### src/rtl/cfg_attr_pkg.sv
package cfg_attr_pkg;
  localparam int CFG_DW = 32;
  localparam int CFG_BE = CFG_DW / 8;

  localparam int A_PLAIN = 0;
  localparam int A_SCLR  = 1;
  localparam int A_ONCE  = 2;
  localparam int A_TRIG  = 3;
  localparam int A_LOCK  = 4;
  localparam int NUM_WORDS = 5;

  function automatic logic [CFG_DW-1:0] be_to_mask(input logic [CFG_BE-1:0] b);
    logic [CFG_DW-1:0] m;
    for (int k = 0; k < CFG_BE; k++) m[k*8 +: 8] = {8{b[k]}};
    return m;
  endfunction
endpackage

### src/rtl/cfg_sc_bits.sv
module cfg_sc_bits #(
  parameter int W        = 16,
  parameter bit LOCKABLE = 1'b1
) (
  input  logic         clk,
  input  logic         rst_n,
  input  logic         we,
  input  logic [W-1:0] wmask,
  input  logic [W-1:0] wdata,
  input  logic         lock,
  input  logic [W-1:0] clr,
  output logic [W-1:0] q
);
  logic eff_lock;
  assign eff_lock = LOCKABLE ? lock : 1'b0;

  for (genvar i = 0; i < W; i++) begin : g_bit
    always_ff @(posedge clk) begin
      if (!rst_n)                            q[i] <= 1'b0;
      else if (clr[i])                       q[i] <= 1'b0;
      else if (we && wmask[i] && !eff_lock)  q[i] <= wdata[i];
    end

    // hardware clear wins over any software write
    a_r4_clear_wins: assert property (@(posedge clk) disable iff (!rst_n)
      clr[i] |=> !q[i]);
  end

  // locked bits hold unless hardware clears them
  a_r5_locked_hold: assert property (@(posedge clk) disable iff (!rst_n)
    (eff_lock && !(|clr)) |=> $stable(q));
endmodule

### src/rtl/cfg_once_word.sv
module cfg_once_word #(
  parameter int W = 32
) (
  input  logic         clk,
  input  logic         rst_n,
  input  logic         we,
  input  logic [W-1:0] wmask,
  input  logic [W-1:0] wdata,
  output logic [W-1:0] q,
  output logic         done
);
  always_ff @(posedge clk) begin
    if (!rst_n) begin
      q    <= '0;
      done <= 1'b0;
    end else if (we && !done) begin
      q    <= (q & ~wmask) | (wdata & wmask);
      done <= 1'b1;
    end
  end

  // once captured, the word and its flag stay frozen until reset
  a_r6_frozen: assert property (@(posedge clk) disable iff (!rst_n)
    done |=> ($stable(q) && done));
endmodule

### src/rtl/cfg_attr_bank.sv
module cfg_attr_bank
  import cfg_attr_pkg::*;
#(
  parameter int ADDR_W = 4,
  parameter int SC_W   = 16
) (
  input  logic              clk,
  input  logic              rst_n,
  input  logic [ADDR_W-1:0] addr,
  input  logic              wr_en,
  input  logic [CFG_DW-1:0] wdata,
  input  logic [CFG_BE-1:0] be,
  input  logic              rd_en,
  output logic [CFG_DW-1:0] rdata,
  output logic              rd_valid,
  input  logic [SC_W-1:0]   hw_clr,
  output logic              trig_valid,
  output logic [CFG_DW-1:0] trig_data
);
  logic [CFG_DW-1:0] wmask;
  logic hit_plain, hit_sclr, hit_once, hit_trig, hit_lock;
  logic [CFG_DW-1:0] plain_q, once_q;
  logic [SC_W-1:0]   sclr_q;
  logic              once_done;
  logic [0:0]        lock_q;
  logic              lock_done;
  logic [CFG_DW-1:0] rd_word;

  assign wmask     = be_to_mask(be);
  assign hit_plain = wr_en && (addr == ADDR_W'(A_PLAIN));
  assign hit_sclr  = wr_en && (addr == ADDR_W'(A_SCLR));
  assign hit_once  = wr_en && (addr == ADDR_W'(A_ONCE));
  assign hit_trig  = wr_en && (addr == ADDR_W'(A_TRIG));
  assign hit_lock  = wr_en && (addr == ADDR_W'(A_LOCK));

  cfg_sc_bits #(.W(CFG_DW), .LOCKABLE(1'b0)) u_plain (
    .clk(clk), .rst_n(rst_n), .we(hit_plain), .wmask(wmask), .wdata(wdata),
    .lock(1'b0), .clr('0), .q(plain_q));

  cfg_sc_bits #(.W(SC_W), .LOCKABLE(1'b1)) u_sclr (
    .clk(clk), .rst_n(rst_n), .we(hit_sclr), .wmask(wmask[SC_W-1:0]),
    .wdata(wdata[SC_W-1:0]), .lock(lock_q[0]), .clr(hw_clr), .q(sclr_q));

  cfg_once_word #(.W(CFG_DW)) u_once (
    .clk(clk), .rst_n(rst_n), .we(hit_once), .wmask(wmask), .wdata(wdata),
    .q(once_q), .done(once_done));

  cfg_once_word #(.W(1)) u_lock (
    .clk(clk), .rst_n(rst_n), .we(hit_lock), .wmask(wmask[0:0]),
    .wdata(wdata[0:0]), .q(lock_q), .done(lock_done));

  assign trig_valid = hit_trig;
  assign trig_data  = hit_trig ? (wdata & wmask) : '0;

  always_comb begin
    rd_word = '0;
    case (addr)
      ADDR_W'(A_PLAIN): rd_word = plain_q;
      ADDR_W'(A_SCLR):  rd_word = CFG_DW'(sclr_q);
      ADDR_W'(A_ONCE):  rd_word = once_q;
      ADDR_W'(A_LOCK):  rd_word = CFG_DW'(lock_q);
      default:          rd_word = '0;
    endcase
  end

  always_ff @(posedge clk) begin
    if (!rst_n) begin
      rdata    <= '0;
      rd_valid <= 1'b0;
    end else begin
      rd_valid <= rd_en;
      if (rd_en) rdata <= rd_word;
    end
  end

  // one-cycle read latency
  a_r10_valid_follows: assert property (@(posedge clk) disable iff (!rst_n)
    rd_en |=> rd_valid);
  a_r10_no_spurious: assert property (@(posedge clk) disable iff (!rst_n)
    !rd_en |=> !rd_valid);
  // write-only word reads zero
  a_r8_reads_zero: assert property (@(posedge clk) disable iff (!rst_n)
    (rd_en && addr == ADDR_W'(A_TRIG)) |=> (rdata == '0));
  // unmapped space reads zero
  a_r9_unmapped_zero: assert property (@(posedge clk) disable iff (!rst_n)
    (rd_en && addr >= ADDR_W'(NUM_WORDS)) |=> (rdata == '0));
  // lock word frozen once accessed
  a_r7_lock_sticky: assert property (@(posedge clk) disable iff (!rst_n)
    lock_done |=> $stable(lock_q));
endmodule

### config.mk
export PLATFORM = sky130hd
export DESIGN_NAME = cfg_attr_bank
export DESIGN_NICKNAME = d
export VERILOG_FILES = /design/src/rtl/cfg_attr_pkg.sv /design/src/rtl/cfg_sc_bits.sv /design/src/rtl/cfg_once_word.sv /design/src/rtl/cfg_attr_bank.sv
export SDC_FILE = /design/constraint.sdc
export NUM_CORES = 1
export LEC_CHECK = 0
export BUFFER_PORTS_ARGS = -buffer_cell sky130_fd_sc_hd__buf_2
export CORE_MARGIN = 3
export CORE_UTILIZATION = 49
export CTS_BUF_LIST = sky130_fd_sc_hd__clkbuf_16
export CTS_CLUSTER_DIAMETER = 100
export DETAILED_ROUTE_END_ITERATION = 8
export PLACE_DENSITY_LB_ADDON = 0.2
export SYNTH_ARGS = -nofsm -noshare
export SYNTH_HDL_FRONTEND = slang
export SYNTH_SLANG_ARGS = --single-unit
### constraint.sdc
create_clock -name clk -period 1.2 [get_ports clk]
set_input_delay 0.06 -clock clk [delete_from_list [all_inputs] [get_ports clk]]
set_output_delay 0.06 -clock clk [all_outputs]
set_load 0.1 [all_outputs]
==> metrics <==
CTS tree=yes; crit-path max FO=8; most instantiated cells after synthesis=116 x dfxtp_1, 95 x nand2_1, 68 x mux2i_1, 36 x nand3b_1, 33 x and2_1; syn avg cell area=~9.5 sq um; number of max-cap violations=0; largest net degree at the start of global routing=78; period utilisation layout=around 100%; worst r2r src=u_once.done$_SDFFE_PN0P_; HP Start=rd_en; FF+latch count, synth=~120; Synth area leader=dfxtp_1; Overall Global Routing Usage=~25%; Synth Instances=slightly below 600; antenna-violating nets left=0; I/O Buffers=between 100 and 150; 1st-pass router iterations=4; fin nets=849; global route total overflow=0; top-count cell post-synth=dfxtp_1; Core ar.=between 10000 and 15000 sq um; Final min period=between 1 and 1.5 ns; clock sink count=between 100 and 150; Leakage=between 3 and 4 nW; Chip Width=roughly 110 um; I/O pin total=around 130; R2R cell count=4; final wirelength=15300 um; Mapped Nets=between 600 and 700; vias in the first global route=around 5200; hold endpoint=rd_valid$_SDFF_PN0_; routed length per instance=roughly 16 um; Placer Congestion=roughly 0.83; H-tree Lvls=4; clk slew on worst S/H paths=approximately 0.05 ns; Synthesis Warnings=0; Max Fclk=0.834 GHz; Slew Limit Fails=0; crit end category=flip-flop; asr flop ratio synth=0%; first-pass GRT wire length=about 25000 um; n_diodes=0; worst hold path type=primary input to flip-flop; die area=12600 sq um; maximum VDD drop=0.00102 V; Power Dens Cells=~1200 nW/um^2; Num CTS Buffers=17; # DRC=0; CP startpoint kind=flip-flop; fill count=roughly 700; outcome=finished, final reports clean; setup violators final=0; Final Skew=between 0.006 and 0.007 ns; clk_lat worst skew=between 0.4 and 0.5 ns; detail-routed via count per cell=roughly 5.4; worst slew pin tran=0.384 ns; required time worst endpoint=roughly 1.5 ns; initial DRC count=221; setup slack, reg-to-reg=roughly 0.00079 ns; utilization after layout=78.1%; Final Instance Area=between 8000 and 9000 sq um; Post-DP Area=between 7000 and 8000 sq um; layout cells sized above 1=approximately 39%; antenna violations before repair=1; HPWL after DPL=approximately 10000 um; Worst Hold Path Cells=4; Worst Path Arrival=1.53 ns; clk buf depth=2; critical path class=flip-flop to flip-flop; Area growth syn-to-layout=53.9%; Max-slew headroom=roughly three quarters; die height=112 um; Synth Cell Area=5550 sq um; number of synthesized flops with an enable pin=0; Tot Pwr=about 0.011 W; Yosys cell types=between 40 and 50; Synth top area share=between 40% and 50%; clock root cell=clkbuf_16; top cells by area, synth=dfxtp_1 42%, mux2i_1 12%, nand2_1 6.4%, mux2_2 5.9%, nand3b_1 4.9%; Hold Vio Cnt, Final=0; post-CTS setup buffers=0; cell row count=38; Starting Density=between 50 and 60%; Synth Flop Type=dfxtp_1; sequential fraction of the synthesis area=between 40% and 50%; RSZ-0062 raised after global routing=yes; vias=just over 5000
critical path, cell delays in order, from the launching register on:
cell and delay, ns:
dfxtp_2 0.33, nor3b_4 0.21, and3_4 0.23, buf_12 0.14, mux2i_4 0.22
through the flow:
step | setup TNS (ns) | worst slack, ns | instances | hold slack (ns)
global placement | -3.60 | -0.132 | 862 | 0.334
CTS | -0.0159 | -0.0116 | 947 | 0.0238
floorplan | -2.14 | -0.122 | 586 | 0.189
finish | 0 | 0.000794 | 942 | 0.0415
global route | -0.587 | -0.0500 | 942 | 0.0410
detailed placement | -8.42 | -0.209 | 862 | 0.340
report_power, final:
part / leakage (nW) / internal (W) / switching (W)
logic: 2.44 / 0.000445 / 0.000476
clock network: 0.339 / 0.00405 / 0.00172
registers: 0.946 / 0.00388 / 0.0000110
cell usage in the layout, fill, tap and decap left out, types with 7 or more instances in the layout:
master / count
a21boi_0: 26
a22oi_1: 8
and2_2: 11
and2_4: 22
buf_12: 41
buf_2: 53
buf_4: 76
buf_6: 7
bufinv_16: 7
clkbuf_16: 17
dfxtp_1: 95
dfxtp_2: 21
dlygate4sd3_1: 48
mux2_2: 29
mux2i_1: 67
nand2_1: 95
nand2b_1: 16
nand3_1: 32
nand3b_1: 36
o21ai_0: 19
o21ai_1: 9
routing by layer:
layer	vias up	share of wire, %	routed length [um]	track usage [%]
met1	2449	43	6540	31.1
met2	153	50	7700	42.6
li1	2471	-	-	-
met3	22	5.4	830	5.82
met4	2	1.2	178	7.29
met5	-	0.085	13	0
kinds of logic after synthesis:
group | share of synthesized area, %
flops | 41.8
simple gates | 25.4
buf+inv | 4.19
mux | 18.2
compound gates | 10.2
fa+ha+maj | 0.203
worst max-delay path by stage:
stage                                        start  cells after the start                     end  slack [ns]
after detailed placement                   addr[3]                      6  rdata[29]$_SDFFE_PN0P_       -0.21
after global routing      u_once.done$_SDFFE_PN0P_                      5               flip-flop       -0.05
after floorplan                            addr[3]                      4           trig_data[15]       -0.12
final                     u_once.done$_SDFFE_PN0P_                      4               flip-flop      0.0008
after global placement                     addr[3]                      6  rdata[31]$_SDFFE_PN0P_       -0.13
after CTS                 u_once.done$_SDFFE_PN0P_                      4               flip-flop       -0.01
layout make-up:
type / instances / area, sq um / area share (%)
clock buffers: 17 / 425 / 4.98
multi-input cells: 426 / 3100 / 36.4
well taps: 140 / 175 / 2.05
flip-flops and latches: 116 / 2350 / 27.5
inverters: 1 / 3.75 / 0.0440
clock inverters: 15 / 244 / 2.86
repair buffers: 227 / 2240 / 26.2
repair_timing:
item,4_1_cts,5_1_grt
gates resized for setup,52,14
endpoints found under the setup margin,69,49
endpoints found under the hold margin,81,0
pin swaps,4,2
hold buffers,53,0
(Power assumes the default switching activity.)
